`config.mk`:
```
export PLATFORM = sky130hd
export DESIGN_NAME = hlq_unit
export DESIGN_NICKNAME = d
export VERILOG_FILES = /design/src/rtl/hlq_pkg.sv /design/src/rtl/hlq_sync.sv /design/src/rtl/hlq_hold_counter.sv /design/src/rtl/hlq_unit.sv
export SDC_FILE = /design/constraint.sdc
export NUM_CORES = 1
export LEC_CHECK = 0
export ABC_AREA = 1
export CORE_ASPECT_RATIO = 1.2
export CORE_MARGIN = 2
export CORE_UTILIZATION = 35
export DETAILED_ROUTE_END_ITERATION = 7
export PLACE_DENSITY_LB_ADDON = 0.05
export REMOVE_ABC_BUFFERS = 1
export SETUP_SLACK_MARGIN = 0.02
export SLEW_MARGIN = 20
export SYNTH_ARGS = -nofsm -noshare
export SYNTH_HDL_FRONTEND = slang
export SYNTH_HIERARCHICAL = 1
export SYNTH_SLANG_ARGS = --single-unit
```
`constraint.sdc`:
```
create_clock -name clk -period 1.93 [get_ports clk]
set_clock_uncertainty 0.1 [all_clocks]
set_input_delay 0.579 -clock clk [delete_from_list [all_inputs] [get_ports clk]]
set_output_delay 0.579 -clock clk [all_outputs]
set_load 0.1 [all_outputs]
```
`src/rtl/hlq_pkg.sv`:
```
package hlq_pkg;

   // Cycles in the hold window for a clock rate and a window length in ms.
   function automatic int hold_cycles(input longint clk_hz, input int ms);
      return int'((clk_hz * longint'(ms)) / 1000);
   endfunction

   // Counter width able to hold the value term.
   function automatic int cnt_width(input int term);
      return (term < 1) ? 1 : $clog2(term + 1);
   endfunction

   // Width of a select field for n choices, at least one bit.
   function automatic int sel_width(input int n);
      return (n < 2) ? 1 : $clog2(n);
   endfunction

endpackage

```
`src/rtl/hlq_sync.sv`:
```
module hlq_sync #(
   parameter int   STAGES  = 2,
   parameter logic RST_VAL = 1'b1
) (
   input  logic clk,
   input  logic rst,
   input  logic din,
   output logic dout
);

   logic [STAGES-1:0] chain;

   generate
      if (STAGES < 2) begin : g_bad_stages
         $error("hlq_sync: STAGES must be at least 2");
      end
   endgenerate

   always_ff @(posedge clk) begin
      if (rst) chain <= {STAGES{RST_VAL}};
      else     chain <= {chain[STAGES-2:0], din};
   end

   assign dout = chain[STAGES-1];

endmodule

```
`src/rtl/hlq_hold_counter.sv`:
```
module hlq_hold_counter #(
   parameter int TERM = 8,
   parameter int CW   = hlq_pkg::cnt_width(TERM)
) (
   input  logic clk,
   input  logic rst,
   input  logic lvl,        // synchronised input level, 1 = released
   output logic qualified
);

   localparam logic [CW-1:0] TERM_V = CW'(TERM);

   logic [CW-1:0] cnt;

   always_ff @(posedge clk) begin
      if (rst)                cnt <= '0;
      else if (lvl)           cnt <= '0;
      else if (cnt != TERM_V) cnt <= cnt + 1'b1;
   end

   assign qualified = (cnt == TERM_V);

   // counter never passes the terminal value
   p_saturate_r8: assert property (@(posedge clk) disable iff (rst)
      cnt <= TERM_V);

   // a sampled high leaves the input unqualified on the next cycle
   p_restart_r7: assert property (@(posedge clk) disable iff (rst)
      lvl |=> !qualified);

   // qualification only appears after a low sample
   p_rise_r2: assert property (@(posedge clk) disable iff (rst)
      $rose(qualified) |-> !$past(lvl));

   // once qualified, it stays qualified while the level stays low
   p_hold_r8: assert property (@(posedge clk) disable iff (rst)
      (qualified && !lvl) |=> qualified);

endmodule

```
`src/rtl/hlq_unit.sv`:
```
module hlq_unit #(
   parameter int  CLK_HZ      = 50_000_000,
   parameter int  HOLD_MS     = 40,
   parameter int  N_IN        = 2,
   parameter int  DATA_W      = 8,
   parameter int  SYNC_STAGES = 2,
   localparam int SEL_W       = hlq_pkg::sel_width(N_IN)
) (
   input  logic              clk,
   input  logic              rst,
   input  logic [N_IN-1:0]   btn_raw,
   input  logic              q_valid,
   input  logic [SEL_W-1:0]  q_sel,
   input  logic              q_dst,
   output logic              rsp_we,
   output logic              rsp_dst,
   output logic [DATA_W-1:0] rsp_data
);

   localparam int TERM = hlq_pkg::hold_cycles(longint'(CLK_HZ), HOLD_MS);
   localparam int CW   = hlq_pkg::cnt_width(TERM);

   generate
      if (TERM < 1) begin : g_bad_term
         $error("hlq_unit: hold window must be at least one cycle");
      end
      if (N_IN < 1) begin : g_bad_inputs
         $error("hlq_unit: N_IN must be at least 1");
      end
      if (DATA_W < 2) begin : g_bad_width
         $error("hlq_unit: DATA_W must be at least 2");
      end
   endgenerate

   logic [N_IN-1:0] lvl_s;
   logic [N_IN-1:0] qual;
   logic            hit;

   generate
      for (genvar i = 0; i < N_IN; i++) begin : g_chan
         hlq_sync #(
            .STAGES  (SYNC_STAGES),
            .RST_VAL (1'b1)
         ) u_sync (
            .clk  (clk),
            .rst  (rst),
            .din  (btn_raw[i]),
            .dout (lvl_s[i])
         );

         hlq_hold_counter #(
            .TERM (TERM),
            .CW   (CW)
         ) u_cnt (
            .clk       (clk),
            .rst       (rst),
            .lvl       (lvl_s[i]),
            .qualified (qual[i])
         );
      end
   endgenerate

   always_comb begin
      hit = 1'b0;
      for (int i = 0; i < N_IN; i++) begin
         if (int'(q_sel) == i) hit = qual[i];
      end
   end

   always_ff @(posedge clk) begin
      if (rst) begin
         rsp_we   <= 1'b0;
         rsp_dst  <= 1'b0;
         rsp_data <= '0;
      end else begin
         rsp_we   <= q_valid;
         rsp_dst  <= q_valid ? q_dst : rsp_dst;
         rsp_data <= q_valid ? DATA_W'(hit) : '0;
      end
   end

   // every query is answered on the next cycle
   p_answer_r4: assert property (@(posedge clk) disable iff (rst)
      q_valid |=> rsp_we);

   // no write strobe without a query
   p_quiet_r4: assert property (@(posedge clk) disable iff (rst)
      !q_valid |=> !rsp_we);

   // destination travels with the query
   p_dst_r5: assert property (@(posedge clk) disable iff (rst)
      q_valid |=> rsp_dst == $past(q_dst));

   // result is a whole value of 1 or 0
   p_value_r3: assert property (@(posedge clk) disable iff (rst)
      rsp_data[DATA_W-1:1] == '0);

   // reset leaves the response idle
   p_reset_r6: assert property (@(posedge clk)
      $past(rst) |-> (!rsp_we && rsp_data == '0));

endmodule

```
==> run_results.csv <==
group,metric,value,unit
die,rows,35,
flow_run,drv_cap,0,
power,sw_frac_of_total,0.250,
critical_path,cpPeakStageDelay,0.34,ns
die,die_y,101,um
placement,placed_cells,536,
critical_path,cp-startpoint,"g_chan[1].u_cnt/cnt[0]",
power,p_sw,459,uW
power,power.internal,1380,uW
cts,postCtsHoldBufs,0,
critical_path,regToRegStartpoint,"g_chan[1].u_cnt/cnt[0]",
power,combPwrFrac,0.074,
die,die_x,85.2,um
cts,cts_root_buf,"clkbuf_8",
cts,cts_made_buffers,5,
final_layout,drive_above_1_share,0.0929,
yosys,synth_seq_area_share,0.354,
yosys,synth_cell_types,24,
sta,min_period_over_period,0.847,
critical_path,worst-setup-path-type,"reg -> reg",
critical_path,start_kind,"flip-flop",
routing,wirelength,6.14,mm
global_route,grt_usage,0.156,
routing,wl_met2,3.30,mm
global_route,grt_pass1_wl,10.8,mm
global_route,grt_max_degree,17,
routing,drc,0,
yosys,syn_area,2770,um2
final_layout,layout.cells.non_filler,544,
critical_path,critical_path.slowest_cell,"dfxtp_1",
sta,rsz0062_at_grt,"no",
sta,fin_tns_setup,0,ns
sta,finalHoldViolations,0,
yosys,synthTopCellsByArea,"dfxtp_1 (35%), nand2_1 (14%), nor2_1 (11%), inv_1 (9.8%), a21oi_1 (5.1%)",
cts,clkTransAtPathRegs,0.09,ns
yosys,synthArstFlopShare,0,
yosys,synth_top_area_frac,0.354,
routing,wl_per_cell,11.3,um
cts,cts.sinks,49,
sta,finalSetupViolations,0,
cts,cts_tree,"yes",
power,power_frac_clock,0.369,
power,p_leak,0.00131,uW
placement,port-buffer-count,9,
power,ir_worst_vdd,0.337,mV
cts,h-tree-depth,2,
routing,first_pass_iters,4,
global_route,antenna_found_initial,0,
placement,dp_hpwl,4.93,mm
critical_path,cp_cell_sequence,"inv_1 > ha_1 > nand2_1 > nor3_1 > nand2_1 > nor2_2 > nand2_1 > a21oi_2",
power,cellPowerDensity,589,nW/um2
sta,drv_slew,0,
routing,viasPerCell,4.62,
routing,drtAntennaViolNets,0,
sta,fmax,612,MHz
min_path,whs_path_depth,2,
critical_path,crit_required,2.07,ns
critical_path,rr_worst_depth,8,
global_route,grt_pass1_vias,2409,
min_path,hold_class,"reg -> reg",
status,outcome,"completed",
die,ios,17,
min_path,worstHoldStart,"g_chan[1].u_sync/chain[0]",
cts,post-cts-setup-buffer-count,0,
routing,drt_iter0_drc,66,
die,die_area,8650,um2
placement,place.gp.congestion,0.841,
critical_path,worstPathArrival,1.78,ns
critical_path,path_common_cell,"nand2_1",
final_layout,antennaDiodeCount,0,
critical_path,critical_path_buf_inv_count,1,
yosys,avgSynthCellArea,6.42,um2
routing,met3_length,96,um
die,initial_utilization,0.362,
final_layout,nNetsFinal,462,
yosys,ys_top_cells_by_count,"nand2_1 (103), nor2_1 (78), inv_1 (72), dfxtp_1 (49), a21oi_1 (28)",
critical_path,worstPathMaxFanout,3,
yosys,ys.flop_type,"dfxtp_1",
routing,highest_layer,"met4",
yosys,synth.most_common_cell,"nand2_1",
yosys,ys_seq_elements,49,
critical_path,worstSetupEndpointType,"flip-flop",
sta,layout_min_cycle_time,1.63,ns
critical_path,cpLargestDelayFamily,"simple AND/OR/NAND/NOR gates",
final_layout,syn_to_final_growth,12.3,%
global_route,grt-ovfl-total,0,
cts,insertion_delay,0.30,ns
power,p_seq_frac,0.557,
die,fp.coreArea,7660,um2
critical_path,r2r_slack,0.30,ns
critical_path,cp.depth,8,
yosys,ys_warn_count,6,
yosys,syn_inst,432,
routing,vias,2511,
routing,drt-met1-wl,2.64,mm
power,finalPower,1830,uW
cts,cts_buffer_depth,2,
cts,cts_resized,0,
yosys,yosysTopAreaCell,"dfxtp_1",
yosys,synth_edf_count,0,
## final cells by class
| type | instances | area (um2) |
|---|---|---|
| Clock inverter | 1 | 5.00 |
| Fill cell | 841 | 4550 |
| Tap cell | 92 | 115 |
| Timing Repair Buffer | 15 | 165 |
| Sequential cell | 49 | 981 |
| Clock buffer | 7 | 96.3 |
| Inverter | 72 | 270 |
| Multi-Input combinational cell | 308 | 1480 |
## registers in the layout, summed over array words and instances, names as in the netlist
signal and count:
rsp_data 1, rsp_we 1, g_chan.u_cnt/cnt 42, rsp_dst 1, g_chan.u_sync/chain 4
## power groups by stage
stage	clock, uW	combinational, uW	sequential (uW)
2_1_floorplan	0	80.8	1060
3_3_place_gp	0	136	1050
3_5_place_dp	0	136	1050
4_1_cts	714	137	1020
5_1_grt	757	143	1020
6_report	677	135	1020
## kinds of logic (layout without fill, tap and decap cells)
logic type      Yosys count  in the layout  synth area share
compound gates           50             50            0.0962
xor+xnor                  2              2           0.00632
fa+ha+maj                 4              4            0.0181
buf+inv                  81             95             0.120
flops                    49             49             0.354
other cells               1              7           0.00135
simple gates            245            245             0.404
## per-layer routing
metal / GRT usage / up-vias
li1: - / 1360
met1: 0.170 / 1124
met4: 0.0574 / 0
met5: 0 / -
met2: 0.300 / 20
met3: 0.0253 / 7
## worst reg2reg max path, delay by kind of cell, from the launching register on
family	cells	cell delay, ns
AOI/OAI and AO/OA	1	0.12
buffers and inverters	1	0.10
and+or+nand+nor	5	0.73
DFF	1	0.34
adders and majority gates	1	0.19
## through the flow
step | hold WS, ns | util | setup slack, ns | cell area [um2]
2_1_floorplan | 0.287 | - | 0.247 | 2730
3_3_place_gp | 0.294 | 0.393 | 0.0874 | 3010
3_5_place_dp | 0.294 | 0.393 | 0.0736 | 3010
4_1_cts | 0.311 | 0.406 | 0.269 | 3110
5_1_grt | 0.348 | 0.406 | 0.0810 | 3110
6_report | 0.310 | 0.406 | 0.295 | 3110
## placed cells by master (no fill, tap or decap)
master and count:
nand3_2 4, nand4_1 8, buf_12 3, nand2_4 2, clkbuf_8 7, nand2_1 103
buf_4 6, o21a_1 2, nand2_2 2, o21ai_0 15, clkinv_2 1, nor3_1 4
ha_1 4, xor2_1 2, nand3_1 26, nor2_8 2, nor2_2 8, nand3b_1 4
clkdlybuf4s50_1 6, nor2_4 4, nor2_1 78, a21oi_1 28, dfxtp_1 49, conb_1 7
o21ai_1 2, inv_1 72, a21oi_2 3
## final timing paths
kind                                                  end
worst min register to register  g_chan[1].u_sync/chain[1]
worst max register to register                rsp_data[0]
worst min-delay path            g_chan[1].u_sync/chain[1]
worst max-delay path                          rsp_data[0]
Note: power is estimated with default switching activity, not from simulation.
